**src/rtl/i2c_scl_pkg.sv**
```systemverilog
package i2c_scl_pkg;
    typedef enum logic [1:0] {
        PH_IDLE = 2'd0,
        PH_LOW  = 2'd1,
        PH_HIGH = 2'd2
    } phase_e;
endpackage

```
**src/rtl/i2c_scl_sync.sv**
```systemverilog
module i2c_scl_sync #(
    parameter int STAGES = 2
) (
    input  logic clk,
    input  logic rst_n,
    input  logic line_in,
    output logic line_out
);
    logic [STAGES-1:0] sync_q;

    genvar g;
    generate
        for (g = 0; g < STAGES; g++) begin : g_stage
            if (g == 0) begin : g_first
                always_ff @(posedge clk or negedge rst_n) begin
                    if (!rst_n) sync_q[0] <= 1'b1;
                    else        sync_q[0] <= line_in;
                end
            end else begin : g_next
                always_ff @(posedge clk or negedge rst_n) begin
                    if (!rst_n) sync_q[g] <= 1'b1;
                    else        sync_q[g] <= sync_q[g-1];
                end
            end
        end
    endgenerate

    assign line_out = sync_q[STAGES-1];
endmodule

```
**src/rtl/i2c_scl_phase_calc.sv**
```systemverilog
module i2c_scl_phase_calc #(
    parameter int PER_W = 12,
    localparam int CNT_W = PER_W + 4
) (
    input  logic [PER_W-1:0] period_cnt,
    input  logic             fast_sel,
    input  logic             duty_sel,
    output logic [CNT_W-1:0] t_high,
    output logic [CNT_W-1:0] t_low
);
    logic [CNT_W-1:0] p_ext;

    always_comb begin
        p_ext = {4'd0, period_cnt};
        if (!fast_sel) begin
            t_high = p_ext;
            t_low  = p_ext;
        end else if (!duty_sel) begin
            t_high = p_ext;
            t_low  = p_ext << 1;
        end else begin
            t_high = (p_ext << 3) + p_ext;
            t_low  = p_ext << 4;
        end
    end
endmodule

```
**src/rtl/i2c_scl_timer.sv**
```systemverilog
module i2c_scl_timer
    import i2c_scl_pkg::*;
#(
    parameter int PER_W       = 12,
    parameter int RISE_W      = 6,
    parameter int SYNC_STAGES = 2
) (
    input  logic             clk,
    input  logic             rst_n,
    input  logic             enable,
    input  logic             run,
    input  logic [PER_W-1:0] period_cnt,
    input  logic             fast_sel,
    input  logic             duty_sel,
    input  logic [RISE_W-1:0] rise_lim,
    input  logic             scl_in,
    output logic             scl_drive_low,
    output logic             low_start,
    output logic             high_seen
);
    localparam int CNT_W = PER_W + 4;

    typedef struct packed {
        phase_e           st;
        logic [CNT_W-1:0] cnt;
        logic             seen;
    } tstate_t;

    tstate_t          cur_q, nxt_d;
    logic [CNT_W-1:0] t_high, t_low;
    logic [CNT_W:0]   cnt_inc;
    logic [CNT_W-1:0] rise_ext;
    logic             scl_hi;

    i2c_scl_sync #(.STAGES(SYNC_STAGES)) sync_i (
        .clk      (clk),
        .rst_n    (rst_n),
        .line_in  (scl_in),
        .line_out (scl_hi)
    );

    i2c_scl_phase_calc #(.PER_W(PER_W)) calc_i (
        .period_cnt (period_cnt),
        .fast_sel   (fast_sel),
        .duty_sel   (duty_sel),
        .t_high     (t_high),
        .t_low      (t_low)
    );

    assign cnt_inc  = {1'b0, cur_q.cnt} + 1'b1;
    assign rise_ext = CNT_W'(rise_lim);

    always_comb begin
        nxt_d = cur_q;
        if (!enable) begin
            nxt_d.st   = PH_IDLE;
            nxt_d.cnt  = '0;
            nxt_d.seen = 1'b0;
        end else begin
            unique case (cur_q.st)
                PH_IDLE: begin
                    if (run) begin
                        nxt_d.st   = PH_LOW;
                        nxt_d.cnt  = '0;
                        nxt_d.seen = 1'b0;
                    end
                end
                PH_LOW: begin
                    if (cnt_inc >= {1'b0, t_low}) begin
                        nxt_d.st   = PH_HIGH;
                        nxt_d.cnt  = '0;
                        nxt_d.seen = 1'b0;
                    end else begin
                        nxt_d.cnt = cnt_inc[CNT_W-1:0];
                    end
                end
                PH_HIGH: begin
                    if (scl_hi) nxt_d.seen = 1'b1;
                    if ((cnt_inc >= {1'b0, t_high}) && scl_hi) begin
                        nxt_d.st   = run ? PH_LOW : PH_IDLE;
                        nxt_d.cnt  = '0;
                        nxt_d.seen = 1'b0;
                    end else if ((cnt_inc < {1'b0, t_high}) &&
                                 (scl_hi || (cur_q.cnt < rise_ext))) begin
                        nxt_d.cnt = cnt_inc[CNT_W-1:0];
                    end
                end
                default: begin
                    nxt_d.st   = PH_IDLE;
                    nxt_d.cnt  = '0;
                    nxt_d.seen = 1'b0;
                end
            endcase
        end
    end

    always_ff @(posedge clk or negedge rst_n) begin
        if (!rst_n) begin
            cur_q.st   <= PH_IDLE;
            cur_q.cnt  <= '0;
            cur_q.seen <= 1'b0;
        end else begin
            cur_q <= nxt_d;
        end
    end

    assign scl_drive_low = (cur_q.st == PH_LOW);
    assign low_start     = (cur_q.st == PH_LOW) && (cur_q.cnt == '0);
    assign high_seen     = (cur_q.st == PH_HIGH) && scl_hi && !cur_q.seen;

    AST_EN_RELEASE: assert property (@(posedge clk) disable iff (!rst_n)
        !enable |=> !scl_drive_low) else $error("enable low kept SCL driven");

    AST_LOW_WIDTH: assert property (@(posedge clk) disable iff (!rst_n)
        (enable && cur_q.st == PH_LOW && cnt_inc < {1'b0, t_low})
        |=> (cur_q.st == PH_LOW && cur_q.cnt == $past(cur_q.cnt) + 1'b1))
        else $error("low phase cut short");

    AST_STRETCH_HOLD: assert property (@(posedge clk) disable iff (!rst_n)
        (enable && cur_q.st == PH_HIGH && !scl_hi && cur_q.cnt >= rise_ext)
        |=> (cur_q.st == PH_HIGH && cur_q.cnt == $past(cur_q.cnt)))
        else $error("high counter moved during stretch");

    AST_NO_LOW_WHILE_HELD: assert property (@(posedge clk) disable iff (!rst_n)
        (cur_q.st == PH_HIGH && !scl_hi) |=> (cur_q.st != PH_LOW))
        else $error("high phase ended with line low");

    AST_SEEN_ONCE: assert property (@(posedge clk) disable iff (!rst_n)
        high_seen |=> !high_seen) else $error("sample strobe repeated");
endmodule

```
**config.mk**
```make
export PLATFORM = sky130hd
export DESIGN_NAME = i2c_scl_timer
export DESIGN_NICKNAME = d
export VERILOG_FILES = /design/src/rtl/i2c_scl_pkg.sv /design/src/rtl/i2c_scl_sync.sv /design/src/rtl/i2c_scl_phase_calc.sv /design/src/rtl/i2c_scl_timer.sv
export SDC_FILE = /design/constraint.sdc
export NUM_CORES = 1
export LEC_CHECK = 0
export BUFFER_PORTS_ARGS = -buffer_cell sky130_fd_sc_hd__clkbuf_2
export CAP_MARGIN = 0
export CORE_UTILIZATION = 30
export CTS_BUF_LIST = sky130_fd_sc_hd__clkbuf_2
export DETAILED_ROUTE_END_ITERATION = 6
export PLACE_DENSITY_LB_ADDON = 0.2
export SLEW_MARGIN = 20
export SYNTH_ARGS = -nofsm -noshare
export SYNTH_HDL_FRONTEND = slang
export SYNTH_SLANG_ARGS = --single-unit
```
**constraint.sdc**
```tcl
create_clock -name clk -period 5.3 [get_ports clk]
set_clock_uncertainty 0.15 [all_clocks]
set_input_delay 1.06 -clock clk [delete_from_list [all_inputs] [get_ports clk]]
set_output_delay 1.06 -clock clk [all_outputs]
set_load 0.01 [all_outputs]
```
## Word level (Yosys, flattened, before mapping)

Cells that the tools add are included.

| operators by class | value |
|---|---|
| reduce and logical (&&, ||, !) cells | 12 |
| add/subtract/negate cells | 2 |
| equal/unequal tests | 7 |
| order comparisons | 4 |
| muxes and demuxes | 16 |

Operators with widths:

| cell | count |
|---|---|
| $mux W16 | 7 |
| $pmux W19 S3 | 1 |
| $mux W19 | 2 |
| $ge A17 B16 Y1 | 2 |
| $add A16 B1 Y17 const B | 1 |
| $lt A17 B16 Y1 | 1 |
| $add A15 B12 Y16 | 1 |
| $logic_not A16 Y1 | 1 |
| $lt A16 B6 Y1 | 1 |
| $ne A3 B3 Y1 const B | 2 |
| $reduce_and A3 Y1 | 2 |
| $logic_and A1 B1 Y1 | 5 |
| $mux W1 | 4 |
| $mux W2 | 2 |
| $ne A4 B3 Y1 const B | 1 |
| $ne A4 B4 Y1 const B | 1 |
| $ne A3 B2 Y1 const B | 1 |
| $eq A2 B1 Y1 const B | 1 |
| $eq A2 B2 Y1 const B | 1 |
| $logic_not A2 Y1 | 1 |
| $reduce_and A2 Y1 | 1 |
| $logic_not A1 Y1 | 1 |
| $logic_or A1 B1 Y1 | 1 |

| storage, ports and cells | value |
|---|---|
| word-level logic and storage cells | 46 |
| register bits | 21 |

## Longest topological paths before layout

Gate-level depths: netlist of run 1.

| depth | value |
|---|---|
| word-level depth | 9 |
| gate-level depth with buffers | 19 |
| gate-level depth less buffers | 18 |

## By module

From an unflattened synthesis of run 1, not the netlist that was laid out.

| unflattened totals | value |
|---|---|
| cells, all modules | 383 |
| area, all modules | 3110.5 um^2 |

By module, submodules not included:

| module | area each (um^2) | instances | cells an instance |
|---|---|---|---|
| i2c_scl_timer | 2217.1 | 1 | 257 |
| i2c_scl_phase_calc | 840.8 | 1 | 124 |
| i2c_scl_sync | 52.6 | 1 | 2 |

## Least setup slack after synthesis of run 1

OpenSTA, ideal clock, no wires.

| timing path | value |
|---|---|
| path kind | input to register |
| from | input port period_cnt[0] |
| to | register cur_q[0] in the netlist's numbering |
| path buffers | 1 |
| stages | 19 |
| arrival time | 4.313 ns |
| setup slack | 0.741 ns |
| setup time | 0.095 ns |
| cell sequence | ha_1 -> inv_1 -> fa_1 -> nor2b_1 -> o21ai_0 -> a21oi_1 -> o21ai_0 -> a21boi_1 -> o21bai_1 -> a211o_1 -> ha_1 -> nand3_1 -> nor2_1 -> a221oi_1 -> nand3_1 -> o22ai_2 -> buf_2 -> o211ai_1 -> o31ai_1 |

| on the way | value |
|---|---|
| word-level cells in the longest chain between the ends | 8 |

Ends and longest elaborated chain:

| what | line | source |
|---|---|---|
| start, declared | i2c_scl_timer.sv:12 | `input logic [PER_W-1:0] period_cnt,` |
| $add A15 B12 Y16 | i2c_scl_phase_calc.sv:22 | `t_high = (p_ext << 3) + p_ext;` |
| $mux W16 | i2c_scl_phase_calc.sv:18 | `end else if (!duty_sel) begin` |
| $mux W16 | i2c_scl_phase_calc.sv:15 | `if (!fast_sel) begin` |
| $ge A17 B16 Y1 | i2c_scl_timer.sv:79 | `if ((cnt_inc >= {1'b0, t_high}) && scl_hi) begin` |
| $logic_and A1 B1 Y1 | i2c_scl_timer.sv:79 |  |
| $mux W1 | i2c_scl_timer.sv:79 |  |
| $pmux W19 S3 | i2c_scl_timer.sv:60 | `unique case (cur_q.st)` |
| $mux W19 | i2c_scl_timer.sv:55 | `if (!enable) begin` |
| end signal, assigned | i2c_scl_timer.sv:103 | `cur_q <= nxt_d;` |
| end, declared | i2c_scl_timer.sv:29 | `tstate_t cur_q, nxt_d;` |

Parallel ways exist; a longest one is shown, timed or not.
A chain may end at the register's enable or synchronous reset.

## Worst setup path in the final report of run 1

| timing path | value |
|---|---|
| from | input port period_cnt[3] |
| to | register cur_q[3] in the netlist's numbering |

| on the way | value |
|---|---|
| word-level cells in the longest chain between the ends | 8 |

Ends and longest elaborated chain:

| what | line |
|---|---|
| $add A15 B12 Y16 | i2c_scl_phase_calc.sv:22 |
| $mux W16 | i2c_scl_phase_calc.sv:18 |
| $mux W16 | i2c_scl_phase_calc.sv:15 |
| $ge A17 B16 Y1 | i2c_scl_timer.sv:79 |
| $logic_and A1 B1 Y1 | i2c_scl_timer.sv:79 |
| $mux W16 | i2c_scl_timer.sv:79 |
| $pmux W19 S3 | i2c_scl_timer.sv:60 |
| $mux W19 | i2c_scl_timer.sv:55 |

Parallel ways exist; a longest one is shown, timed or not.

==> results_dict.tcl, run 1 <==
set metrics [dict create \
    grt_max_degree 23 \
    cts_num_sinks 21 \
    dr.pass1.iters 4 \
    grt_pass1_vias 2714 \
    cts_setup_buffers 0 \
    ant_nets 0 \
    drt-total-wl_um 8020 \
    finalWorstSetupSlack_ps 411 \
    period_minus_slack_ps 4890 \
    finalMaxSlewViolations 0 \
    power.density_mw_per_mm2 118 \
    place_congestion 0.871 \
    cp_slowest_cell "o21ai_1" \
    max_freq_mhz 205 \
    setup_viol 0 \
    rows 36 \
    final.period_utilization_pct 92.2 \
    cts_resized 0 \
    ff2ff_path_depth 13 \
    crit_type "in -> reg" \
    dp_cells 537 \
    grt-ovfl-total 0 \
    antenna_found_initial 0 \
    hold_violations 0 \
    layout_commonest_cell "nand2_1" \
    async_reset_ff_share_pct 100 \
    synth_seq_cells 21 \
    start_kind "primary input" \
    start_util_pct 31.0 \
    final_area_mm2 0.00330 \
    fin_nets 483 \
    max_stage_delay_ps 440 \
    finalNonFillerCells 541 \
    final_util_pct 33.9 \
    cap_violations 0 \
    fp.coreArea_mm2 0.00973 \
    synth_edf_count 0 \
    cts_buffers 3 \
    outcome "complete, no violations" \
    hold_buffers 0 \
    tightest_slew_ps 650 \
    dpl_cell_area_mm2 0.00328 \
    syn_area_per_cell_um2 7.80 \
    path_cells "clkbuf_2 -> ha_1 -> inv_1 -> fa_1 -> nor2b_1 -> o21ai_0 -> a21oi_1 -> o21ai_0 -> a21boi_1 -> o21bai_1 -> a211o_1 -> ha_1 -> nand3_1 -> nor4_2 -> o31ai_1 -> nand3_1 -> o22ai_2 -> o21ai_1 -> o221ai_1" \
    yosys_warnings 0 \
    min_path_type "reg -> reg" \
    post_drt_wl_per_cell_um 14.8 \
    rsz0062_at_grt "no" \
    fill_cells 1058 \
    hold_depth 0 \
    drive_gt1_share_pct 13.0 \
    synth_cell_types 62 \
    top_level_ports 28 \
    grt_pass1_wl_um 13600 \
    numPortBuffers 27 \
    clk_pin_slew_ps 220 \
    ff2ff_setup_slack_ps 870 \
    cts_root_buf "clkbuf_2" \
    dp_hpwl_um 6460 \
    crit_fanout 8 \
    grt_usage_pct 16.4 \
    clockBufferDepth 2 \
    pre_cts_slack_ps 118 \
    r2r-start "cur_q[1]" \
    drc_errors 0 \
    syn_inst 386 \
    cts_max_level 1 \
    arrival_ps 4960 \
    relSlewSlack_pct 56.6 \
    r2r_end "cur_q[3]" \
    vias 2841 \
    hp-start "sync_i.sync_q[0]" \
    crit_path_end_kind "flip-flop" \
    dieArea_mm2 0.0104 \
    synth_ff_type "dfrtp_1" \
    antenna_cells 0 \
    leakage_uw 0.00160 \
    cts_tree "done" \
    fin_tns_setup_ps 0 \
    mappedNetlistNets 460 \
    dieHeight_um 102 \
    clock_latency_ps 330 \
    seq_area_frac_synth_pct 17.5 \
    routed_via_density 5.25 \
    dr.first_iter.drc_count 98 \
    syn_area_mm2 0.00301 \
    die_w_um 102 \
    area_growth_syn_to_layout_pct 9.56 \
    mostFrequentLayoutCells "51 x nand2_1, 48 x ha_1, 32 x a21oi_1, 32 x nor2_1, 31 x clkbuf_2" \
    whs_endpoint "sync_i.line_out" \
    ir_drop_uv 106 \
    crit_required_ps 5370 \
]
## flip-flops by register name, summed over array words and instances, names as in the netlist
signal,cells
cur_q,19
sync_i.line_out,1
sync_i.sync_q,1
## layer usage
| layer | global-route usage [%] | vias to the layer above | part of all wire [%] |
|---|---|---|---|
| met1 | 23.6 | 1329 | 53 |
| met3 | 0.821 | 2 | 2.5 |
| met2 | 27.5 | 42 | 44 |
| met4 | 2.09 | 0 | 0.31 |
| li1 | - | 1468 | - |
| met5 | 0 | - | 0 |
## per-stage QoR
step / total power, µW / hold WS (ps)
after detailed placement: 321 / 197
after CTS: 395 / 223
final: 390 / 221
after global placement: 321 / 198
after floorplan: 274 / 195
after global routing: 421 / 230
## where the power goes
group          internal [µW]  switching (µW)
logic                   59.5            91.4
registers                163            3.72
clock network           20.0            51.7
total                    243             147
## cells by family after synthesis
| kind of cell | after synthesis | share of synthesized area, % |
|---|---|---|
| flops | 21 | 17.5 |
| fa+ha+maj | 49 | 20.6 |
| compound gates | 99 | 23.3 |
| simple gates | 156 | 25.7 |
| mux | 12 | 4.07 |
| buf+inv | 37 | 5.23 |
| xor+xnor | 12 | 3.49 |
## cell usage after synthesis (all sizes together) (4+ instances only)
cell     number  area share, %
nor3         11            1.8
nand4        10            2.1
xnor2         8            2.3
nor2b         5            1.0
buf           7            1.5
o221ai        5            1.5
a21o          4            1.0
xor2          4            1.2
nand3        14            2.3
o2111ai      12            3.5
a21boi        4            1.0
a21oi        33            5.6
dfrtp        19             16
nand2        51            6.4
nand2b        6            1.2
inv          23            2.9
nor2         32            4.0
o21ai        18            3.0
nor3b         5            1.6
and3          5            1.0
clkbuf        7           0.87
mux2i        10            3.3
ha           48             20
## how the worst max path moves through the flow
stage / end / start / cells past startpoint / slack [ps]
2_1_floorplan: cur_q[0] / period_cnt[0] / 19 / 740
3_3_place_gp: cur_q[3] / period_cnt[0] / 19 / 100
3_5_place_dp: cur_q[9] / period_cnt[3] / 19 / 120
4_1_cts: cur_q[3] / period_cnt[3] / 19 / 480
5_1_grt: cur_q[9] / period_cnt[3] / 20 / 110
6_report: cur_q[3] / period_cnt[3] / 19 / 410
## critical path, delay by kind of cell
| kind | cells | cell delay [ps] |
|---|---|---|
| adder cells (fa/ha/maj) | 3 | 870 |
| AO/OA/AOI/OAI | 10 | 2040 |
| AND/OR/NAND/NOR | 4 | 790 |
| buffers and inverters | 2 | 200 |
## cell type report
class | instances | area [µm²] | share of cell area [%]
Clock buffer | 4 | 20.0 | 0.607
Inverter | 23 | 86.3 | 2.62
Multi-Input combinational cell | 328 | 2330 | 70.5
Sequential cell | 21 | 528 | 16.0
Tap cell | 133 | 166 | 5.04
Timing Repair Buffer | 32 | 173 | 5.23
Power figures use the tool's default switching activity.
==> inputs of run 2 (changes only) <==
--- a/config.mk
+++ b/config.mk
@@ -8,3 +8,2 @@
 export BUFFER_PORTS_ARGS = -buffer_cell sky130_fd_sc_hd__clkbuf_2
-export CAP_MARGIN = 0
 export CORE_UTILIZATION = 30
==> constraint.sdc (replaced) <==
create_clock -name clk -period 5.3 [get_ports clk]
set_clock_uncertainty 0.15 [all_clocks]
set_input_delay 0.795 -clock clk [delete_from_list [all_inputs] [get_ports clk]]
set_output_delay 0.795 -clock clk [all_outputs]
set_load 0.01 [all_outputs]
==> results_dict.tcl, run 2 (synthesized netlist as in run 1, its figures left out) <==
set metrics [dict create \
    cts_resized 0 \
    dr.first_iter.drc_count 109 \
    max_stage_delay_ps 410 \
    area_growth_syn_to_layout_pct 9.43 \
    place_congestion 0.869 \
    cts_buffers 3 \
    fin_nets 482 \
    grt_pass1_vias 2688 \
    cts_tree "done" \
    die_w_um 102 \
    cp_slowest_cell "nor4_2" \
    crit_fanout 12 \
    dpl_cell_area_mm2 0.00327 \
    outcome "complete, no violations" \
    final_area_mm2 0.00330 \
    cts_setup_buffers 0 \
    cts_num_sinks 21 \
    rows 36 \
    finalMaxSlewViolations 0 \
    crit_required_ps 5420 \
    final.period_utilization_pct 87.6 \
    post_drt_wl_per_cell_um 15.0 \
    grt-ovfl-total 0 \
    top_level_ports 28 \
    drc_errors 0 \
    regArea_um2 528 \
    path_cells "clkbuf_2 -> ha_1 -> inv_1 -> fa_1 -> nor2b_1 -> o21ai_0 -> a21oi_1 -> o21ai_0 -> a21boi_1 -> o21bai_1 -> a211o_1 -> ha_1 -> nand3_1 -> nor4_2 -> o31ai_1 -> nand3_1 -> o22ai_2 -> buf_4 -> or3b_1 -> a21boi_1" \
    hold_violations 0 \
    vias 2897 \
    start_kind "primary input" \
    cts_max_level 1 \
    dieHeight_um 102 \
    period_minus_slack_ps 4650 \
    relSlewSlack_pct 52.7 \
    setup_viol 0 \
    antenna_cells 0 \
    fill_cells 1061 \
    clockBufferDepth 2 \
    crit_type "in -> reg" \
    layout_commonest_cell "nand2_1" \
    dieArea_mm2 0.0104 \
    drive_gt1_share_pct 13.0 \
    hold_buffers 0 \
    multiInputGateArea_mm2 0.00233 \
    ir_drop_uv 132 \
    power.density_mw_per_mm2 117 \
    routed_via_density 5.36 \
    cts_root_buf "clkbuf_2" \
    dp_cells 536 \
    crit_path_end_kind "flip-flop" \
    hold_depth 0 \
    r2r_end "cur_q[3]" \
    grt_usage_pct 16.4 \
    drt-total-wl_um 8090 \
    hp-start "sync_i.sync_q[0]" \
    cap_violations 0 \
    arrival_ps 4770 \
    dr.pass1.iters 5 \
    ff2ff_setup_slack_ps 950 \
    numPortBuffers 27 \
    ant_nets 0 \
    leakage_uw 0.00160 \
    mostFrequentLayoutCells "51 x nand2_1, 48 x ha_1, 32 x a21oi_1, 32 x nor2_1, 31 x clkbuf_2" \
    clock_latency_ps 320 \
    min_path_type "reg -> reg" \
    clk_pin_slew_ps 220 \
    r2r-start "cur_q[1]" \
    start_util_pct 31.0 \
    regMostFlops "cur_q" \
    fin_tns_setup_ps 0 \
    dp_hpwl_um 6520 \
    max_freq_mhz 215 \
    grt_pass1_wl_um 13500 \
    ff2ff_path_depth 12 \
    hold_ws_ps 221 \
    fp.coreArea_mm2 0.00973 \
    finalNonFillerCells 540 \
    grt_max_degree 23 \
    tightest_slew_ps 706 \
    largest_reg_flops 19 \
    whs_endpoint "sync_i.line_out" \
    rsz0062_at_grt "no" \
    antenna_found_initial 0 \
]
[run 2: worst max path at each step]
stage                  startpoint   endpoint  slack (ps)  cells past startpoint
finish              period_cnt[3]  cur_q[17]         650                     20
global route        period_cnt[3]  cur_q[17]         370                     21
CTS                 period_cnt[3]  cur_q[17]         650                     20
detailed placement  period_cnt[3]  cur_q[17]         310                     20
global placement    period_cnt[0]  cur_q[17]         320                     20
floorplan           period_cnt[0]   cur_q[0]        1010                     19
[run 2: layer usage]
layer / wire length [µm] / vias to the layer above / global-route usage [%]
met3: 210 / 2 / 1.09
met5: 0 / - / 0
met1: 4150 / 1374 / 24.0
met4: 25 / 0 / 1.98
met2: 3700 / 50 / 27.1
li1: - / 1471 / -
[run 2: power by group]
group | switching, µW | internal, µW | total [µW]
clock | 48.5 | 20.0 | 68.5
sequential | 3.85 | 163 | 167
combinational | 91.8 | 59.0 | 151
[run 2: per-stage QoR]
stage | total power, µW | worst slack, ps | util (%)
6_report | 386 | 655 | 33.9
5_1_grt | 418 | 372 | 33.9
4_1_cts | 390 | 649 | 33.8
3_5_place_dp | 320 | 314 | 33.6
3_3_place_gp | 320 | 322 | 33.6
2_1_floorplan | 274 | 1010 | -
[run 2: final cells by class]
cell class | count | area share [%]
multi-input cells | 328 | 70.7
flip-flops and latches | 21 | 16.0
well taps | 133 | 5.05
repair buffers | 31 | 5.01
inverters | 23 | 2.62
clock buffers | 4 | 0.607
[run 2: worst max-delay path: cells and delay by family]
kind | cells | cell delay, ps
buf+inv | 3 | 400
fa+ha+maj | 3 | 860
compound gates | 9 | 1520
simple gates | 5 | 1180
==> inputs of run 3 (changes only) <==
- CORE_ASPECT_RATIO: default -> 2
==> results_dict.tcl, run 3 (synthesized netlist as in run 1, its figures left out) <==
set metrics [dict create \
    outcome "complete, no violations" \
    area_growth_syn_to_layout_pct 9.60 \
    cts_num_sinks 21 \
    grt_pass1_vias 2948 \
    clk_pin_slew_ps 240 \
    grt_max_degree 22 \
    fp.coreArea_mm2 0.00976 \
    grt-ovfl-total 0 \
    crit_type "in -> reg" \
    top_level_ports 28 \
    arrival_ps 4890 \
    drc_errors 0 \
    grt_pass1_wl_um 14200 \
    routed_via_density 5.38 \
    finalMaxSlewViolations 0 \
    r2r-start "cur_q[1]" \
    cts_root_buf "clkbuf_2" \
    report.power.total_uw 392 \
    ir_drop_uv 92.7 \
    largest_reg_flops 19 \
    setup_viol 0 \
    dieArea_mm2 0.0105 \
    tightest_slew_ps 1070 \
    antenna_cells 0 \
    hold_depth 0 \
    rows 51 \
    drive_gt1_share_pct 13.0 \
    antenna_found_initial 0 \
    numPortBuffers 27 \
    finalNonFillerCells 540 \
    die_w_um 72.8 \
    hold_ws_ps 224 \
    hold_violations 0 \
    regMostFlops "cur_q" \
    cts_resized 0 \
    fin_nets 483 \
    min_path_type "reg -> reg" \
    hold_buffers 0 \
    crit_path_end_kind "flip-flop" \
    ff2ff_path_depth 14 \
    cts_tree "done" \
    fin_tns_setup_ps 0 \
    start_util_pct 30.8 \
    period_minus_slack_ps 4760 \
    dp_cells 536 \
    layout_commonest_cell "nand2_1" \
    dr.first_iter.drc_count 72 \
    drt-total-wl_um 8670 \
    ff2ff_setup_slack_ps 880 \
    final.period_utilization_pct 89.8 \
    r2r_end "cur_q[9]" \
    hp-start "sync_i.sync_q[0]" \
    power.density_mw_per_mm2 119 \
    crit_fanout 11 \
    post_drt_wl_per_cell_um 16.1 \
    dr.pass1.iters 6 \
    final_util_pct 33.8 \
    cap_violations 0 \
    dieHeight_um 144 \
    grt_usage_pct 17.6 \
    relSlewSlack_pct 28.6 \
    place_congestion 0.847 \
    cts_buffers 3 \
    crit_required_ps 5430 \
    max_freq_mhz 210 \
    clock_latency_ps 340 \
    mostFrequentLayoutCells "51 x nand2_1, 48 x ha_1, 32 x a21oi_1, 32 x nor2_1, 30 x clkbuf_2" \
    whs_endpoint "sync_i.line_out" \
    ant_nets 0 \
    clockBufferDepth 2 \
    rsz0062_at_grt "no" \
    dp_hpwl_um 7370 \
    leakage_uw 0.00160 \
    cts_setup_buffers 0 \
    start_kind "primary input" \
    cts_max_level 1 \
    vias 2904 \
]
-- run 3: cell types whose count changed in the layout (fill, tap and decap cells not counted) --
cell        before  now
a21boi_1         2    3
buf_4            4    5
clkinvlp_4       0    1
a21boi_2         1    0
clkbuf_2        31   30
-- run 3: through the flow --
stage,area (µm²),setup WS [ps]
finish,3300,540
global route,3300,200
CTS,3300,555
detailed placement,3280,152
global placement,3280,290
floorplan,3010,1010
-- run 3: final cells by class --
cell class                 instances  area, µm²
clock inverter                     1       7.51
clock buffer                       3       15.0
timing repair buffer              32        173
inverter                          23       86.3
multi-input combinational        328       2330
tap                              132        165
sequential                        21        528
fill                            1081       6460
-- run 3: power breakdown --
part           total, µW  internal, µW  switching [µW]
Sequential           167           163            3.79
Clock               73.2          17.5            55.6
Combinational        152          59.5            92.4
-- run 3: critical path, cell delays in order --
cell and delay, ps:
clkbuf_2 140, ha_1 180, inv_1 60, fa_1 370, nor2b_1 150, o21ai_0 120
a21oi_1 200, o21ai_0 130, a21boi_1 170, buf_4 160, o21bai_1 70, a211o_1 300
ha_1 290, nand3_1 140, nor2_1 70, a221oi_1 320, nand4_1 210, a22oi_2 470
o211ai_2 290, o221ai_1 260
-- run 3: metal layers --
layer  global-route usage, %  up-vias  part of all wire (%)
met2                    36.0       38                    57
met5                       0        -                     0
met1                    17.3     1382                    37
met3                   0.561       13                   1.2
met4                    8.46        0                   3.9
li1                        -     1471                     -
-- run 3: worst max-delay path by stage --
stage | startpoint | to | slack (ps) | cells after the start
after floorplan | period_cnt[0] | cur_q[0] | 1010 | 19
after global placement | period_cnt[3] | cur_q[8] | 290 | 20
after detailed placement | period_cnt[3] | cur_q[9] | 150 | 20
after CTS | period_cnt[3] | cur_q[9] | 560 | 20
after global routing | period_cnt[3] | cur_q[7] | 200 | 20
final | period_cnt[3] | cur_q[9] | 540 | 20
